==> src/rtl/gpio_alert_pkg.sv <==
package gpio_alert_pkg;

  localparam int REG_IDX_W   = 3;
  localparam int CFG_IE_BIT  = 0;
  localparam int CFG_FAN_BIT = 1;

  typedef enum logic [REG_IDX_W-1:0] {
    IDX_CFG    = 3'd0,
    IDX_DIR    = 3'd1,
    IDX_OTYPE  = 3'd2,
    IDX_STATUS = 3'd3,
    IDX_MASK   = 3'd4,
    IDX_DATA   = 3'd5,
    IDX_FAN    = 3'd6,
    IDX_NONE   = 3'd7
  } regIdxE;

  // Strobes from control to datapath, one per action.
  typedef struct packed {
    logic wrCfg;
    logic wrDir;
    logic wrOtype;
    logic wrMask;
    logic wrData;
    logic wrFan;
    logic rdStatus;
    logic ackAlert;
  } strobesT;

endpackage

==> src/rtl/gpio_alert_ctrl.sv <==
module gpio_alert_ctrl
  import gpio_alert_pkg::*;
(
  input  logic                 wrEn,
  input  logic                 rdEn,
  input  logic [REG_IDX_W-1:0] regIdx,
  input  logic                 alertAck,
  output strobesT              strb,
  output regIdxE               rdSel
);

  regIdxE idx;

  always_comb begin
    idx  = regIdxE'(regIdx);
    strb = '0;
    // Status is read-only: index 3 has no write strobe.
    if (wrEn) begin
      case (idx)
        IDX_CFG:   strb.wrCfg   = 1'b1;
        IDX_DIR:   strb.wrDir   = 1'b1;
        IDX_OTYPE: strb.wrOtype = 1'b1;
        IDX_MASK:  strb.wrMask  = 1'b1;
        IDX_DATA:  strb.wrData  = 1'b1;
        IDX_FAN:   strb.wrFan   = 1'b1;
        default:   ;
      endcase
    end
    strb.rdStatus = rdEn && (idx == IDX_STATUS);
    strb.ackAlert = alertAck;
    rdSel         = idx;
  end

endmodule

==> src/rtl/gpio_alert_datapath.sv <==
module gpio_alert_datapath
  import gpio_alert_pkg::*;
#(
  parameter int NPINS     = 8,
  parameter int FAN_PINS  = 4,
  parameter int FAN_SPD_W = 3,
  parameter logic [NPINS-1:0] DATA_RST = '1
)(
  input  logic                 clk,
  input  logic                 rstN,
  input  strobesT              strb,
  input  regIdxE               rdSel,
  input  logic [NPINS-1:0]     wrData,
  input  logic [NPINS-1:0]     pinIn,
  input  logic [FAN_PINS-1:0]  fanDrive,
  output logic [NPINS-1:0]     rdData,
  output logic [NPINS-1:0]     pinOe,
  output logic [NPINS-1:0]     pinOut,
  output logic                 alertN,
  output logic                 fanOn,
  output logic [FAN_SPD_W-1:0] fanSpeed
);

  localparam int FAN_LO = NPINS - FAN_PINS;

  logic                 ieQ, fanModeQ, alertQ;
  logic [NPINS-1:0]     dirQ, otypeQ, maskQ, dataQ, statusQ, prevPin;
  logic [FAN_SPD_W-1:0] fanSpdQ;
  logic [NPINS-1:0]     fanOwned, outEff, inEff, change;
  logic                 intHit;

  // Which pins the fan sequencer owns.
  for (genvar i = 0; i < NPINS; i++) begin : g_own
    if (i >= FAN_LO) begin : g_fan
      assign fanOwned[i] = fanModeQ;
    end else begin : g_gp
      assign fanOwned[i] = 1'b0;
    end
  end

  assign outEff = dirQ & ~fanOwned;
  assign inEff  = ~dirQ & ~fanOwned;
  assign change = (pinIn ^ prevPin) & inEff;
  assign intHit = ieQ && ((change & maskQ) != '0);

  // Configuration registers
  always_ff @(posedge clk or negedge rstN) begin
    if (!rstN) begin
      ieQ      <= 1'b0;
      fanModeQ <= 1'b0;
      dirQ     <= '0;
      otypeQ   <= '0;
      maskQ    <= '0;
      dataQ    <= DATA_RST;
      fanSpdQ  <= '0;
    end else begin
      if (strb.wrCfg) begin
        ieQ      <= wrData[CFG_IE_BIT];
        fanModeQ <= wrData[CFG_FAN_BIT];
      end
      if (strb.wrDir)   dirQ    <= wrData;
      if (strb.wrOtype) otypeQ  <= wrData;
      if (strb.wrMask)  maskQ   <= wrData;
      if (strb.wrData)  dataQ   <= wrData;
      if (strb.wrFan)   fanSpdQ <= wrData[FAN_SPD_W-1:0];
    end
  end

  // Previous pin sample, free running, so needs no reset
  always_ff @(posedge clk) begin
    prevPin <= pinIn;
  end

  // Status flags: the clear is applied before new events are merged in.
  always_ff @(posedge clk or negedge rstN) begin
    if (!rstN) statusQ <= '0;
    else       statusQ <= (strb.rdStatus ? '0 : statusQ) | change;
  end

  // Alert latch: a new event wins over a release on the same clock.
  always_ff @(posedge clk or negedge rstN) begin
    if (!rstN)                              alertQ <= 1'b0;
    else if (intHit)                        alertQ <= 1'b1;
    else if (strb.rdStatus || strb.ackAlert) alertQ <= 1'b0;
  end

  // Per-pin drivers
  for (genvar i = 0; i < NPINS; i++) begin : g_drv
    if (i >= FAN_LO) begin : g_fan
      always_comb begin
        if (fanModeQ) begin
          pinOe[i]  = ~fanDrive[i-FAN_LO];
          pinOut[i] = 1'b0;
        end else if (dirQ[i]) begin
          pinOe[i]  = otypeQ[i] | ~dataQ[i];
          pinOut[i] = otypeQ[i] & dataQ[i];
        end else begin
          pinOe[i]  = 1'b0;
          pinOut[i] = 1'b0;
        end
      end
    end else begin : g_gp
      always_comb begin
        if (dirQ[i]) begin
          pinOe[i]  = otypeQ[i] | ~dataQ[i];
          pinOut[i] = otypeQ[i] & dataQ[i];
        end else begin
          pinOe[i]  = 1'b0;
          pinOut[i] = 1'b0;
        end
      end
    end
  end

  // Read mux
  always_comb begin
    rdData = '0;
    case (rdSel)
      IDX_CFG: begin
        rdData[CFG_IE_BIT]  = ieQ;
        rdData[CFG_FAN_BIT] = fanModeQ;
      end
      IDX_DIR:    rdData = dirQ;
      IDX_OTYPE:  rdData = otypeQ;
      IDX_STATUS: rdData = statusQ;
      IDX_MASK:   rdData = maskQ;
      IDX_DATA:   rdData = (dataQ & outEff) | (pinIn & ~outEff);
      IDX_FAN:    rdData[FAN_SPD_W-1:0] = fanSpdQ;
      default:    rdData = '0;
    endcase
  end

  assign alertN   = ~alertQ;
  assign fanOn    = fanModeQ;
  assign fanSpeed = fanSpdQ;

endmodule

==> src/rtl/gpio_alert_port.sv <==
module gpio_alert_port
  import gpio_alert_pkg::*;
#(
  parameter int NPINS     = 8,
  parameter int FAN_PINS  = 4,
  parameter int FAN_SPD_W = 3
)(
  input  logic                 clk,
  input  logic                 rstN,
  input  logic                 wrEn,
  input  logic                 rdEn,
  input  logic [REG_IDX_W-1:0] regIdx,
  input  logic [NPINS-1:0]     wrData,
  output logic [NPINS-1:0]     rdData,
  input  logic [NPINS-1:0]     pinIn,
  input  logic                 alertAck,
  input  logic [FAN_PINS-1:0]  fanDrive,
  output logic [NPINS-1:0]     pinOe,
  output logic [NPINS-1:0]     pinOut,
  output logic                 alertN,
  output logic                 fanOn,
  output logic [FAN_SPD_W-1:0] fanSpeed
);

  strobesT strb;
  regIdxE  rdSel;

  gpio_alert_ctrl u_ctrl (
    .wrEn     (wrEn),
    .rdEn     (rdEn),
    .regIdx   (regIdx),
    .alertAck (alertAck),
    .strb     (strb),
    .rdSel    (rdSel)
  );

  gpio_alert_datapath #(
    .NPINS     (NPINS),
    .FAN_PINS  (FAN_PINS),
    .FAN_SPD_W (FAN_SPD_W)
  ) u_dp (
    .clk      (clk),
    .rstN     (rstN),
    .strb     (strb),
    .rdSel    (rdSel),
    .wrData   (wrData),
    .pinIn    (pinIn),
    .fanDrive (fanDrive),
    .rdData   (rdData),
    .pinOe    (pinOe),
    .pinOut   (pinOut),
    .alertN   (alertN),
    .fanOn    (fanOn),
    .fanSpeed (fanSpeed)
  );

endmodule

==> config.mk <==
export PLATFORM = sky130hd
export DESIGN_NAME = gpio_alert_port
export DESIGN_NICKNAME = d
export VERILOG_FILES = /design/src/rtl/gpio_alert_pkg.sv /design/src/rtl/gpio_alert_ctrl.sv /design/src/rtl/gpio_alert_datapath.sv /design/src/rtl/gpio_alert_port.sv
export SDC_FILE = /design/constraint.sdc
export NUM_CORES = 1
export LEC_CHECK = 0
export CAP_MARGIN = 30
export CORE_ASPECT_RATIO = 1.2
export CORE_MARGIN = 10
export CORE_UTILIZATION = 51
export CTS_BUF_LIST = sky130_fd_sc_hd__clkbuf_16
export DETAILED_ROUTE_END_ITERATION = 10
export PLACE_DENSITY = 0.8
export SETUP_SLACK_MARGIN = 0.5
export SYNTH_ARGS = -nofsm -noshare
export SYNTH_HDL_FRONTEND = slang
export SYNTH_HIERARCHICAL = 1
export SYNTH_SLANG_ARGS = --single-unit
==> constraint.sdc <==
create_clock -name clk -period 1.6 [get_ports clk]
set_input_delay 0.24 -clock clk [delete_from_list [all_inputs] [get_ports clk]]
set_output_delay 0.24 -clock clk [all_outputs]
set_load 0.03 [all_outputs]
* After elaboration in Yosys (flattened, before gate mapping) *
Index checks and enable logic that the tools add are counted.
Widths: inputs -> output; s select.

word-level totals
  logic and storage cells = 100
  bits in registers = 54
  output and inout bits = 29

cells by class
  multiplexer cells = 37
  equality and inequality tests = 6
  bitwise operators = 41
  reductions and logical operators = 6

operators by type and width
  cell                count
  $and 8x8->8         6
  $mux 1              32
  $pmux 5 s5          1
  $not 8->8           3
  $or 8x8->8          2
  $pmux 2 s7          1
  $not 1->1           13
  $eq 3x3->1 const B  3
  $and 1x1->1         8
  $mux 8              1
  $or 1x1->1          8
  $reduce_bool 8->1   1
  $xor 8x8->8         1
  $eq 3x2->1 const B  2
  $mux 6              1
  $pmux 1 s6          1
  $eq 3x1->1 const B  1
  $logic_not 3->1     1
  $logic_and 1x1->1   2
  $reduce_bool 2->1   1
  $logic_or 1x1->1    1

* Logic depth before layout (Yosys ltp) *
  depth after elaboration = 7
  mapped depth = 8
  gate-level depth less buffers = 5

* By module *
Netlist, hierarchy kept.

modules (own cells, without submodules)
  module               times used  cells an instance  sequential area each (um2)  area an instance (um2)
  gpio_alert_datapath  1           249                1321.3                      2637.5
  gpio_alert_ctrl      1           11                 0.0                         116.4

* Worst setup path after synthesis *
Ideal clock, no wire load.

  path type = flip-flop to output port
  from = register u_dp.fanModeQ (netlist: u_dp/fanOn)
  to = output port rdData[1]
  arrival = 1.565 ns
  slack = -0.205 ns
  stages on the path, launching flop included = 6
  required time = 1.360 ns
  cell sequence = dfrtp_1 -> buf_4 -> mux2i_1 -> nor2_1 -> a31oi_1 -> o221ai_1

between the ends
  word-level cells in the longest chain between the ends = 1

ends and longest elaborated chain
  item                    RTL line                    source
  start, declared         gpio_alert_datapath.sv:26   logic ieQ, fanModeQ, alertQ;
  start signal, assigned  gpio_alert_datapath.sv:59   fanModeQ <= wrData[CFG_FAN_BIT];
  $pmux 2 s7              gpio_alert_datapath.sv:118  case (rdSel)
  end, declared           gpio_alert_port.sv:14       output logic [NPINS-1:0] rdData,

Every way passes these cells.

* Final worst setup path *
  from = register u_dp.fanModeQ (netlist: u_dp/fanOn)
  to = output port rdData[4]

between the ends
  word-level cells in the longest chain between the ends = 6
  elaborated cells on any way between the ends = 7

ends and longest elaborated chain
  item             RTL line                    source
  $not 8->8 (*)    gpio_alert_datapath.sv:41   assign outEff = dirQ & ~fanOwned;
  $and 8x8->8 (*)  gpio_alert_datapath.sv:41
  $not 8->8        gpio_alert_datapath.sv:127  IDX_DATA: rdData = (dataQ & outEff) | (pinIn & ~outEff);
  $and 8x8->8      gpio_alert_datapath.sv:127
  $or 8x8->8 (*)   gpio_alert_datapath.sv:127
  $pmux 5 s5 (*)   gpio_alert_datapath.sv:118

Mark *: on every way between the ends. The rest lies on a longest branch, timed or not.

==> results_tabular.tex <==
\begin{tabular}{lr}
\hline
Metric & Value \\
\hline
\multicolumn{2}{l}{\textbf{Power and ir drop}} \\
Static leakage & 0.00198 µW \\
Sum of internal, switching and leakage power & between 5000 and 6000 µW \\
Worst-case vdd ir drop & slightly below 0.0009 V \\
Cell area power density & approximately 1200 nW/µm² \\
\multicolumn{2}{l}{\textbf{GRT}} \\
Overall routing resource usage & 21.8\% \\
GR Overflow Total & 0 \\
Vias in the first global route & 2,729 \\
First-pass GRT wire length & roughly 15 mm \\
Initial antenna violation count & 0 \\
Pin count of the biggest net entering global routing & 32 \\
\multicolumn{2}{l}{\textbf{Timing}} \\
Setup repair after global routing missed its margin & true \\
Period minus WS final & roughly 1900 ps \\
Hold violation total from the final report & 0 \\
Setup clock skew after layout & about 6 ps \\
FMAX & around 540 MHz \\
Least-Margin Pin Slew & about 400 ps \\
Rel. slew slack & around three quarters \\
Max Transition Viols Final & 0 \\
Hold Slack & between 300 and 400 ps \\
Final worst path period share & 116\% \\
Worst setup margin & -252 ps \\
Final setup violation count & 14 \\
\multicolumn{2}{l}{\textbf{Cells and area}} \\
Synthesis-to-layout area growth & 62.8\% \\
Fraction of the core area covered by cells at the end of the flow & a little under nine tenths \\
Most common cell after layout, fill and taps aside & sky130\_fd\_sc\_hd\_\_buf\_6 \\
Count of placed standard cells in the final layout, fillers left out & roughly 430 \\
Share of cells above drive strength 1 & approximately 53\% \\
Final Net Count & between 300 and 400 \\
Leading cell types in the layout, fill and taps excluded & sky130\_fd\_sc\_hd\_\_buf\_6 (47), sky130\_fd\_sc\_hd\_\_buf\_4 (35), sky130\_fd\_sc\_hd\_\_dfrtp\_1 (35) \\
Antenna diode count & 0 \\
\multicolumn{2}{l}{\textbf{Synthesis}} \\
Gate count after technology mapping & between 200 and 300 \\
Synth Register Bits & 54 \\
Async set or reset register ratio after synthesis & 85.2\% \\
Syn Nets & about 290 \\
Total of warnings raised by yosys & 6 \\
Count of flip-flops with a built-in enable after synthesis & 0 \\
Sequential fraction of the synthesis area & $\sim$48\% \\
Most common flop cell mapped by yosys & sky130\_fd\_sc\_hd\_\_dfrtp\_1 \\
Combined area of all synthesized cells & 2750 µm² \\
Mean post-synth cell area & $\sim$11 µm² \\
Count of distinct cell types in the synthesized netlist & 39 \\
\multicolumn{2}{l}{\textbf{Critical path}} \\
Number of buffer and inverter instances along the worst setup path & 1 \\
Crit. End Element & primary output \\
Crit path largest cell delay & about 490 ps \\
Maximum net fanout on the critical path & 8 \\
Required time of the critical path & between 1000 and 1500 ps \\
Slowest stage cell, crit path & sky130\_fd\_sc\_hd\_\_dfrtp\_2 \\
Critical path depth & 5 \\
Kind of launch point of the worst setup path & register \\
Signal arrival time at the worst endpoint & about 1600 ps \\
Setup CP Type & register to primary output \\
Critical-path cell list & nand2b\_4 > o211ai\_1 > o21ai\_1 > o22ai\_2 > buf\_6 \\
Family with the most delay on the worst path & compound AO/OA/AOI/OAI gates \\
Cells on worst reg2reg path & 7 \\
\multicolumn{2}{l}{\textbf{Floorplanning}} \\
Initial cell density of the core & between 50\% and 60\% \\
Core area & around 5300 µm² \\
I/O pin cnt & 57 \\
Vertical extent of the die & 100 µm \\
Floorplan row count & 29 \\
Width of the die & 87.1 µm \\
Overall die area & just under 9000 µm² \\
\multicolumn{2}{l}{\textbf{Clocking}} \\
CTS tree & done \\
Number of buffers on the longest clock path & 2 \\
Root Driver & sky130\_fd\_sc\_hd\_\_clkbuf\_16 \\
Depth of the CTS H-tree & 2 \\
Clock network latency to the later pin of the worst-skew pair & around 290 ps \\
Clock-pin slew reported for the worst setup and hold paths after clock tree synthesis & 60 ps \\
TritonCTS Buffers & 5 \\
CTS sink count & between 50 and 60 \\
\multicolumn{2}{l}{\textbf{Route}} \\
Count of antenna-violating nets left after detailed routing & 0 \\
Pre-antenna DRT Iters & 4 \\
Count of unresolved DRC violations after routing & 0 \\
Total detailed-routing wirelength & around 9.4 mm \\
Routed wire length per instance & about 22 µm \\
Total vias in the final route & between 2k and 3k \\
Initial drt markers & 258 \\
Via count normalized by instance count & 5.88 \\
\multicolumn{2}{l}{\textbf{Place}} \\
Final estimated routing congestion in global placement & between 0.8 and 0.9 \\
DP HPWL & between 5 and 6 mm \\
Dpl ws & -373 ps \\
Instance count after placement with tap cells included & around 400 \\
Number of input and output port buffers inserted & 56 \\
\multicolumn{2}{l}{\textbf{Hold path}} \\
Hold Crit Depth & 2 \\
Path type of the worst min-delay path & input port to register \\
\multicolumn{2}{l}{\textbf{Run status}} \\
Status & complete, but fails checks \\
Violations in the final reports & setup timing \\
\multicolumn{2}{l}{\textbf{Job}} \\
Max-cap violations & 0 \\
\hline
\end{tabular}
==> where the power goes <==
part | switching, µW | total (µW) | internal [µW]
Sequential | 289 | 1950 | 1660
Clock | 472 | 1040 | 565
Combinational | 1020 | 2190 | 1160
==> path summary, 6_finish.rpt <==
path | startpoint | to | slack, ps
hold / removal | pinIn[3] | u_dp/prevPin[3] | 320
min in group asynchronous | rstN | u_dp/alertQ | 400
max in group asynchronous | rstN | u_dp/dataQ[3] | 620
setup / recovery | u_dp/fanOn | rdData[4] | -250
hold reg to reg | u_dp/statusQ[7] | u_dp/statusQ[7] | 480
setup reg to reg | u_dp/fanOn | u_dp/alertQ | -90
==> per-stage QoR <==
step                TNS [ps]  instance area (µm²)
detailed placement    -12440                 3810
CTS                    -1930                 4370
finish                 -2170                 4480
global placement      -11620                 3810
floorplan                  0                 3080
global route           -3090                 4480
==> registers in the layout, indices dropped and copies added, names as in the netlist, 3 cells and up <==
signal / flops
u_dp/dirQ: 8
u_dp/prevPin: 8
u_dp/dataQ: 8
u_dp/fanSpeed: 3
u_dp/statusQ: 8
u_dp/maskQ: 8
u_dp/otypeQ: 8
==> layer usage <==
metal,global-route usage (%),part of all wire (%),vias up
met2,35.9,51,100
met4,9.24,2.3,0
met5,0,0,-
met1,27.1,39,1273
li1,-,-,1142
met3,3.88,7.0,19
==> layout make-up <==
| type | count | area (µm²) |
|---|---|---|
| clock inverter | 3 | 11.3 |
| inverter | 11 | 50.0 |
| multi-input combinational | 179 | 1670 |
| sequential | 54 | 1330 |
| clock buffer | 5 | 125 |
| fill | 263 | 777 |
| timing repair buffer | 117 | 1220 |
| tap | 62 | 77.6 |
==> synth_stat cells (2+ instances only) <==
master	count	area (µm²)
sky130_fd_sc_hd__nand2_1	22	82.6
sky130_fd_sc_hd__a21o_1	6	45.0
sky130_fd_sc_hd__dfrtp_1	38	951
sky130_fd_sc_hd__nand3b_1	2	15.0
sky130_fd_sc_hd__nor3b_1	2	15.0
sky130_fd_sc_hd__buf_4	5	37.5
sky130_fd_sc_hd__o211ai_1	4	30.0
sky130_fd_sc_hd__o21ai_0	18	90.1
sky130_fd_sc_hd__a21oi_1	9	45.0
sky130_fd_sc_hd__clkbuf_1	7	26.3
sky130_fd_sc_hd__nor2b_1	2	12.5
sky130_fd_sc_hd__a21boi_0	4	30.0
sky130_fd_sc_hd__nor3_1	3	15.0
sky130_fd_sc_hd__dfxtp_1	8	160
sky130_fd_sc_hd__nor2_1	19	71.3
sky130_fd_sc_hd__xnor2_1	5	43.8
sky130_fd_sc_hd__mux2i_1	16	160
sky130_fd_sc_hd__and3_1	5	31.3
sky130_fd_sc_hd__and4bb_2	2	25.0
sky130_fd_sc_hd__dfstp_2	8	210
sky130_fd_sc_hd__a22o_1	4	35.0
sky130_fd_sc_hd__mux2_2	30	338
sky130_fd_sc_hd__nand2b_1	4	25.0
sky130_fd_sc_hd__and4b_2	3	33.8
sky130_fd_sc_hd__a22oi_1	2	15.0
sky130_fd_sc_hd__inv_1	10	37.5
sky130_fd_sc_hd__o22ai_1	4	25.0
sky130_fd_sc_hd__xor2_1	3	26.3
sky130_fd_sc_hd__o221ai_1	2	17.5
sky130_fd_sc_hd__buf_2	4	20.0
==> what timing repair did <==
action / in CTS / in global routing
buffers inserted: 13 / 6
pin swaps: 29 / 9
endpoints found under the hold margin: 11 / 0
hold buffers: 1 / 0
endpoints found under the setup margin: 75 / 60
gates cloned: 2 / 0
gates resized for setup: 143 / 23
==> cells by family (layout without fill, tap and decap cells) <==
logic type,after synthesis,after routing,share of synthesized area [%]
flip-flops,54,54,48.0
multiplexers,46,46,18.1
AO/OA/AOI/OAI,57,57,13.5
AND/OR/NAND/NOR,68,68,13.4
buffers and inverters,27,136,4.54
XOR/XNOR,8,8,2.54
No activity file was read; power rests on OpenSTA's default activity.
